==> src/rtl/pgen_pkg.sv <==
`timescale 1ns/1ps
package pgen_pkg;

    typedef enum logic {
        MODE_SHORT = 1'b0,
        MODE_LONG  = 1'b1
    } mode_e;

    // Number of reference cycles each base-counter step lasts in a mode
    function automatic int unsigned step_cycles(mode_e m, int unsigned long_mult);
        return (m == MODE_LONG) ? long_mult : 32'd1;
    endfunction

    function automatic mode_e mode_of(logic sel);
        return sel ? MODE_LONG : MODE_SHORT;
    endfunction

endpackage

==> src/rtl/pgen_sync.sv <==
`timescale 1ns/1ps
module pgen_sync #(
    parameter int STAGES = 2
) (
    input  logic clk,
    input  logic rst,
    input  logic d_i,
    output logic q_o
);
    logic [STAGES-1:0] chain_q;

    generate
        if (STAGES == 1) begin : g_single
            always_ff @(posedge clk) begin
                if (rst) chain_q <= '0;
                else     chain_q <= d_i;
            end
        end else begin : g_multi
            always_ff @(posedge clk) begin
                if (rst) chain_q <= '0;
                else     chain_q <= {chain_q[STAGES-2:0], d_i};
            end
        end
    endgenerate

    assign q_o = chain_q[STAGES-1];
endmodule

==> src/rtl/pgen_phase_ctr.sv <==
`timescale 1ns/1ps
module pgen_phase_ctr
    import pgen_pkg::*;
#(
    parameter int BASE_PERIOD = 10,
    parameter int LONG_MULT   = 2,
    localparam int CNT_W = (BASE_PERIOD > 1) ? $clog2(BASE_PERIOD) : 1,
    localparam int SUB_W = (LONG_MULT > 1) ? $clog2(LONG_MULT) : 1
) (
    input  logic             clk,
    input  logic             rst,
    input  logic             sel_i,
    output logic [CNT_W-1:0] nxt_base_o,
    output mode_e            mode_o
);
    typedef struct packed {
        logic             run;
        mode_e            mode;
        logic [CNT_W-1:0] base;
        logic [SUB_W-1:0] sub;
    } phase_t;

    phase_t cur_q, nxt_d;
    logic   last_sub;
    logic   boundary;

    assign last_sub = (cur_q.sub == SUB_W'(step_cycles(cur_q.mode, LONG_MULT) - 1));
    assign boundary = !cur_q.run ||
                      (last_sub && (cur_q.base == CNT_W'(BASE_PERIOD - 1)));

    always_comb begin
        nxt_d     = cur_q;
        nxt_d.run = 1'b1;
        if (boundary) begin
            nxt_d.mode = mode_of(sel_i);
            nxt_d.base = '0;
            nxt_d.sub  = '0;
        end else if (last_sub) begin
            nxt_d.sub  = '0;
            nxt_d.base = cur_q.base + 1'b1;
        end else begin
            nxt_d.sub  = cur_q.sub + 1'b1;
        end
    end

    always_ff @(posedge clk) begin
        if (rst) begin
            cur_q <= '{run: 1'b0, mode: MODE_SHORT, base: '0, sub: '0};
        end else begin
            cur_q <= nxt_d;
        end
    end

    assign nxt_base_o = nxt_d.base;
    assign mode_o     = cur_q.mode;

    // mode only moves when a period closes
    AST_MODE_AT_BOUNDARY: assert property (@(posedge clk) disable iff (rst)
        !boundary |=> $stable(cur_q.mode));
endmodule

==> src/rtl/pgen_out_stage.sv <==
`timescale 1ns/1ps
module pgen_out_stage #(
    parameter int CNT_W     = 4,
    parameter int BASE_HIGH = 2
) (
    input  logic             clk,
    input  logic             rst,
    input  logic [CNT_W-1:0] nxt_base_i,
    output logic             pulse_o
);
    logic pulse_q;

    always_ff @(posedge clk) begin
        if (rst) pulse_q <= 1'b0;
        else     pulse_q <= (nxt_base_i < CNT_W'(BASE_HIGH));
    end

    assign pulse_o = pulse_q;

    AST_RESET_LOW: assert property (@(posedge clk)
        rst |=> !pulse_o);

    AST_MIN_HIGH: assert property (@(posedge clk) disable iff (rst)
        $rose(pulse_o) |=> pulse_o);
endmodule

==> src/rtl/pulse_mode_gen.sv <==
`timescale 1ns/1ps
module pulse_mode_gen
    import pgen_pkg::*;
#(
    parameter int BASE_PERIOD = 10,
    parameter int BASE_HIGH   = 2,
    parameter int LONG_MULT   = 2,
    parameter int SYNC_STAGES = 2,
    localparam int CNT_W  = (BASE_PERIOD > 1) ? $clog2(BASE_PERIOD) : 1,
    localparam int MAX_HI = BASE_HIGH * LONG_MULT,
    localparam int HRUN_W = $clog2(MAX_HI + 2)
) (
    input  logic clk_i,
    input  logic rst_i,
    input  logic mode_sel_i,
    output logic pulse_o
);
    logic             sel_sync;
    logic [CNT_W-1:0] nxt_base;
    mode_e            cur_mode;

    pgen_sync #(.STAGES(SYNC_STAGES)) u_sync (
        .clk (clk_i),
        .rst (rst_i),
        .d_i (mode_sel_i),
        .q_o (sel_sync)
    );

    pgen_phase_ctr #(.BASE_PERIOD(BASE_PERIOD), .LONG_MULT(LONG_MULT)) u_phase (
        .clk        (clk_i),
        .rst        (rst_i),
        .sel_i      (sel_sync),
        .nxt_base_o (nxt_base),
        .mode_o     (cur_mode)
    );

    pgen_out_stage #(.CNT_W(CNT_W), .BASE_HIGH(BASE_HIGH)) u_out (
        .clk        (clk_i),
        .rst        (rst_i),
        .nxt_base_i (nxt_base),
        .pulse_o    (pulse_o)
    );

    // Length of the current high run, kept for the checks below
    logic [HRUN_W-1:0] hi_run_q;
    always_ff @(posedge clk_i) begin
        if (rst_i)        hi_run_q <= '0;
        else if (pulse_o) hi_run_q <= hi_run_q + 1'b1;
        else              hi_run_q <= '0;
    end

    AST_FIRST_PERIOD: assert property (@(posedge clk_i) disable iff (rst_i)
        $past(rst_i) |=> pulse_o);

    AST_HIGH_CAP: assert property (@(posedge clk_i) disable iff (rst_i)
        pulse_o |-> (32'(hi_run_q) < BASE_HIGH * int'(step_cycles(cur_mode, LONG_MULT))));
endmodule

==> config.mk <==
export PLATFORM = sky130hd
export DESIGN_NAME = pulse_mode_gen
export DESIGN_NICKNAME = d
export VERILOG_FILES = /design/src/rtl/pgen_pkg.sv /design/src/rtl/pgen_sync.sv /design/src/rtl/pgen_phase_ctr.sv /design/src/rtl/pgen_out_stage.sv /design/src/rtl/pulse_mode_gen.sv
export SDC_FILE = /design/constraint.sdc
export NUM_CORES = 1
export LEC_CHECK = 0
export BUFFER_PORTS_ARGS = -buffer_cell sky130_fd_sc_hd__clkbuf_2
export CORE_AREA = 2 2 39 41
export DETAILED_ROUTE_END_ITERATION = 12
export DIE_AREA = 0 0 41 43
export SETUP_SLACK_MARGIN = 0.02
export SLEW_MARGIN = 0
export SYNTH_ARGS = -nofsm -noshare
export SYNTH_HDL_FRONTEND = slang
export SYNTH_SLANG_ARGS = --single-unit
==> constraint.sdc <==
create_clock -name clk_i -period 2.55 [get_ports clk_i]
set_input_delay 0.3825 -clock clk_i [delete_from_list [all_inputs] [get_ports clk_i]]
set_output_delay 0.3825 -clock clk_i [all_outputs]
set_load 0.05 [all_outputs]
==> results.sh <==
export IMPL_yosysMostFrequentCell="dfxtp_1"
export IMPL_fin_crit_ns=1.38
export IMPL_cp_data_arrival_time_ns=1.53
export IMPL_final_layout_size_suffix_gt1_share_pct=25.0
export IMPL_postCtsSetupBuffers=0
export IMPL_clkTransAtPathRegs_ns=0.06
export IMPL_row_count=14
export IMPL_ant_nets=0
export IMPL_h_tree_depth=1
export IMPL_end_kind="flop"
export IMPL_antenna_found_initial=0
export IMPL_first_pass_iters=4
export IMPL_place_gp_congestion=0.704
export IMPL_required_ns=2.70
export IMPL_ys_types=19
export IMPL_reg2reg_to="u_phase.cur_q[4]$_SDFF_PP0_"
export IMPL_yosysWarnings=0
export IMPL_portBuffers=3
export IMPL_synthTopCellsByCount="10 x dfxtp_1, 4 x nand2_1, 4 x nor2_1"
export IMPL_design_die_area_mm2=0.00176
export IMPL_reg2reg_slack_ns=1.17
export IMPL_setup_viol=0
export IMPL_final_instance_count_excl_fill=64
export IMPL_grt_pass1_wl_mm=1.08
export IMPL_p_clk_share_pct=40.9
export IMPL_syn_nets=46
export IMPL_fin_setup_tns_ns=0
export IMPL_cp_max_fo=4
export IMPL_clock_sinks=10
export IMPL_power_leakage_nw=0.224
export IMPL_hpwl_um=464
export IMPL_reg2reg_from="u_phase.mode_o$_SDFFE_PP0P_"
export IMPL_overflow=0
export IMPL_critPathKind="flop to flop"
export IMPL_status="finished clean"
export IMPL_placed_cells=60
export IMPL_reg2reg_depth=4
export IMPL_nNetsFinal=54
export IMPL_hold_path_depth=2
export IMPL_grt_pass1_vias=268
export IMPL_dp_slack_ns=1.19
export IMPL_grt_max_degree=7
export IMPL_tightestPinTransition_ns=0.571
export IMPL_syn_area_um2=428
export IMPL_cts_tree="built"
export IMPL_cap_violations=0
export IMPL_cts_root_buf="clkbuf_4"
export IMPL_slew_viol_final=0
export IMPL_cts_resized=0
export IMPL_seqPwrFrac_pct=49.8
export IMPL_fin_ws_ns=1.17
export IMPL_drt_initial_drc_count=5
export IMPL_fmax_mhz=725
export IMPL_antennaDiodeCount=0
export IMPL_synthCells=41
export IMPL_seq_area_frac_synth_pct=46.8
export IMPL_synth_largest_area_cell="dfxtp_1"
export IMPL_route_detailed_drc=0
export IMPL_grt_use_total_pct=9.05
export IMPL_async_reset_ff_share_pct=0
export IMPL_pwr_share_comb_pct=9.4
export IMPL_hold_path_endpoint="u_sync.chain_q[0]$_SDFF_PP0_"
export IMPL_layout_area_overhead_vs_synth_pct=16.7
export IMPL_pin_count=4
export IMPL_vias_per_cell=4.36
export IMPL_fin_util_pct=36.1
export IMPL_synth_top_area_share_pct=46.8
export IMPL_switching_share_pct=22.1
export IMPL_p_switching_mw=0.0743
export IMPL_synth_seq_cells=10
export IMPL_power_density_mw_per_mm2=674
export IMPL_min_from="mode_sel_i"
export IMPL_synth_edff_count=0
export IMPL_slew_headroom_pct=61.7
export IMPL_syn_avg_cell_area_um2=10.4
export IMPL_die_x_um=41
export IMPL_insertion_delay_ns=0.25
export IMPL_period_share_pct=54.1
export IMPL_synth_main_ff_cell="dfxtp_1"
export IMPL_p_int_mw=0.262
export IMPL_drt_total_wl_um=626
export IMPL_hold_viol_final=0
export IMPL_core_area_mm2=0.00138
export IMPL_rsz0062_at_grt="false"
export IMPL_yosys_top_cells_area="dfxtp_1 47%, xnor2_1 6.1%, ha_1 5.8%, xor2_1 4.1%, o41ai_2 3.8%"
export IMPL_cts_buffer_depth=2
export IMPL_routedWlPerCell_um=9.78
export IMPL_vdd_ir_drop_max_v=0.000218
export IMPL_cts_hold_buf=0
export IMPL_numCtsBuffers=3
export IMPL_die_y_um=43
export IMPL_start_kind="flop"
export IMPL_vias=279
export IMPL_start_util_pct=30.9
export IMPL_min_path_type="input pin to flop"
export IMPL_skew_ns=0.00138
[metal layers]
layer / GRT usage (%) / vias up / wire length (µm)
met3: 3.14 / 0 / 12
met1: 11.6 / 119 / 327
met4: 6.00 / 0 / 0
met5: 0 / - / 0
li1: - / 157 / -
met2: 12.2 / 3 / 287
[cell type report]
type / instances / area [µm²]
repair buffers: 3 / 15.0
clock buffers: 4 / 36.3
flip-flops and latches: 10 / 200
inverters: 2 / 7.51
fillers: 148 / 885
well taps: 16 / 20.0
multi-input cells: 29 / 220
[per-stage QoR]
stage | hold slack [ns] | total power, mW | instance area (µm²)
floorplan | 0.414 | 0.195 | 428
CTS | 0.337 | 0.342 | 499
finish | 0.341 | 0.336 | 499
global route | 0.355 | 0.352 | 499
detailed placement | 0.428 | 0.202 | 463
global placement | 0.418 | 0.202 | 463
[power groups by stage]
stage	Combinational (mW)	Sequential, mW	Clock (mW)
3_3_place_gp	0.0314	0.171	0
3_5_place_dp	0.0314	0.171	0
5_1_grt	0.0349	0.169	0.149
2_1_floorplan	0.0179	0.177	0
4_1_cts	0.0316	0.167	0.142
6_report	0.0315	0.167	0.137
[critical path, stage by stage (launching register included)]
cell	delay [ns]
dfxtp_1	0.35
xor2_1	0.21
o31ai_2	0.35
nand2b_4	0.22
o21ba_1	0.14
[registers in the layout, indices dropped and copies added (netlist names)]
register and count:
u_phase.mode_o 1, u_out.pulse_o 1, u_phase.cur_q 6, u_sync.chain_q 2
[worst max path at each step]
stage	to	from	cells past startpoint
6_report	u_phase.cur_q[4]$_SDFF_PP0_	u_phase.mode_o$_SDFFE_PP0P_	4
2_1_floorplan	u_phase.cur_q[4]$_SDFF_PP0_	u_phase.cur_q[1]$_SDFF_PP0_	5
5_1_grt	u_out.pulse_o$_SDFF_PP0_	u_phase.mode_o$_SDFFE_PP0P_	3
3_3_place_gp	u_out.pulse_o$_SDFF_PP0_	u_phase.mode_o$_SDFFE_PP0P_	3
4_1_cts	u_phase.cur_q[4]$_SDFF_PP0_	u_phase.cur_q[1]$_SDFF_PP0_	5
3_5_place_dp	u_phase.cur_q[4]$_SDFF_PP0_	u_phase.cur_q[1]$_SDFF_PP0_	5
[cell families after synthesis]
family | synth area share [%]
AOI/OAI and AO/OA | 15.2
xor gates and xnor gates | 10.2
adders and majority gates | 5.85
buffers and inverters | 1.75
DFF | 46.8
muxes | 2.34
and+or+nand+nor | 17.8
[placed cells by master (no fill, tap or decap)]
master,count
nand3_1,1
xnor2_1,3
ha_1,2
clkbuf_4,3
dfxtp_1,10
inv_2,1
nor2_1,4
xor2_1,2
clkbuf_2,3
nand2_1,4
clkbuf_8,1
o31ai_2,1
nor2b_1,2
o21ba_1,1
nor3_1,3
o21a_1,1
a211oi_2,1
a31oi_1,1
inv_1,1
mux2i_1,1
nand2b_4,1
o41ai_2,1
Power figures use the tool's default switching activity.
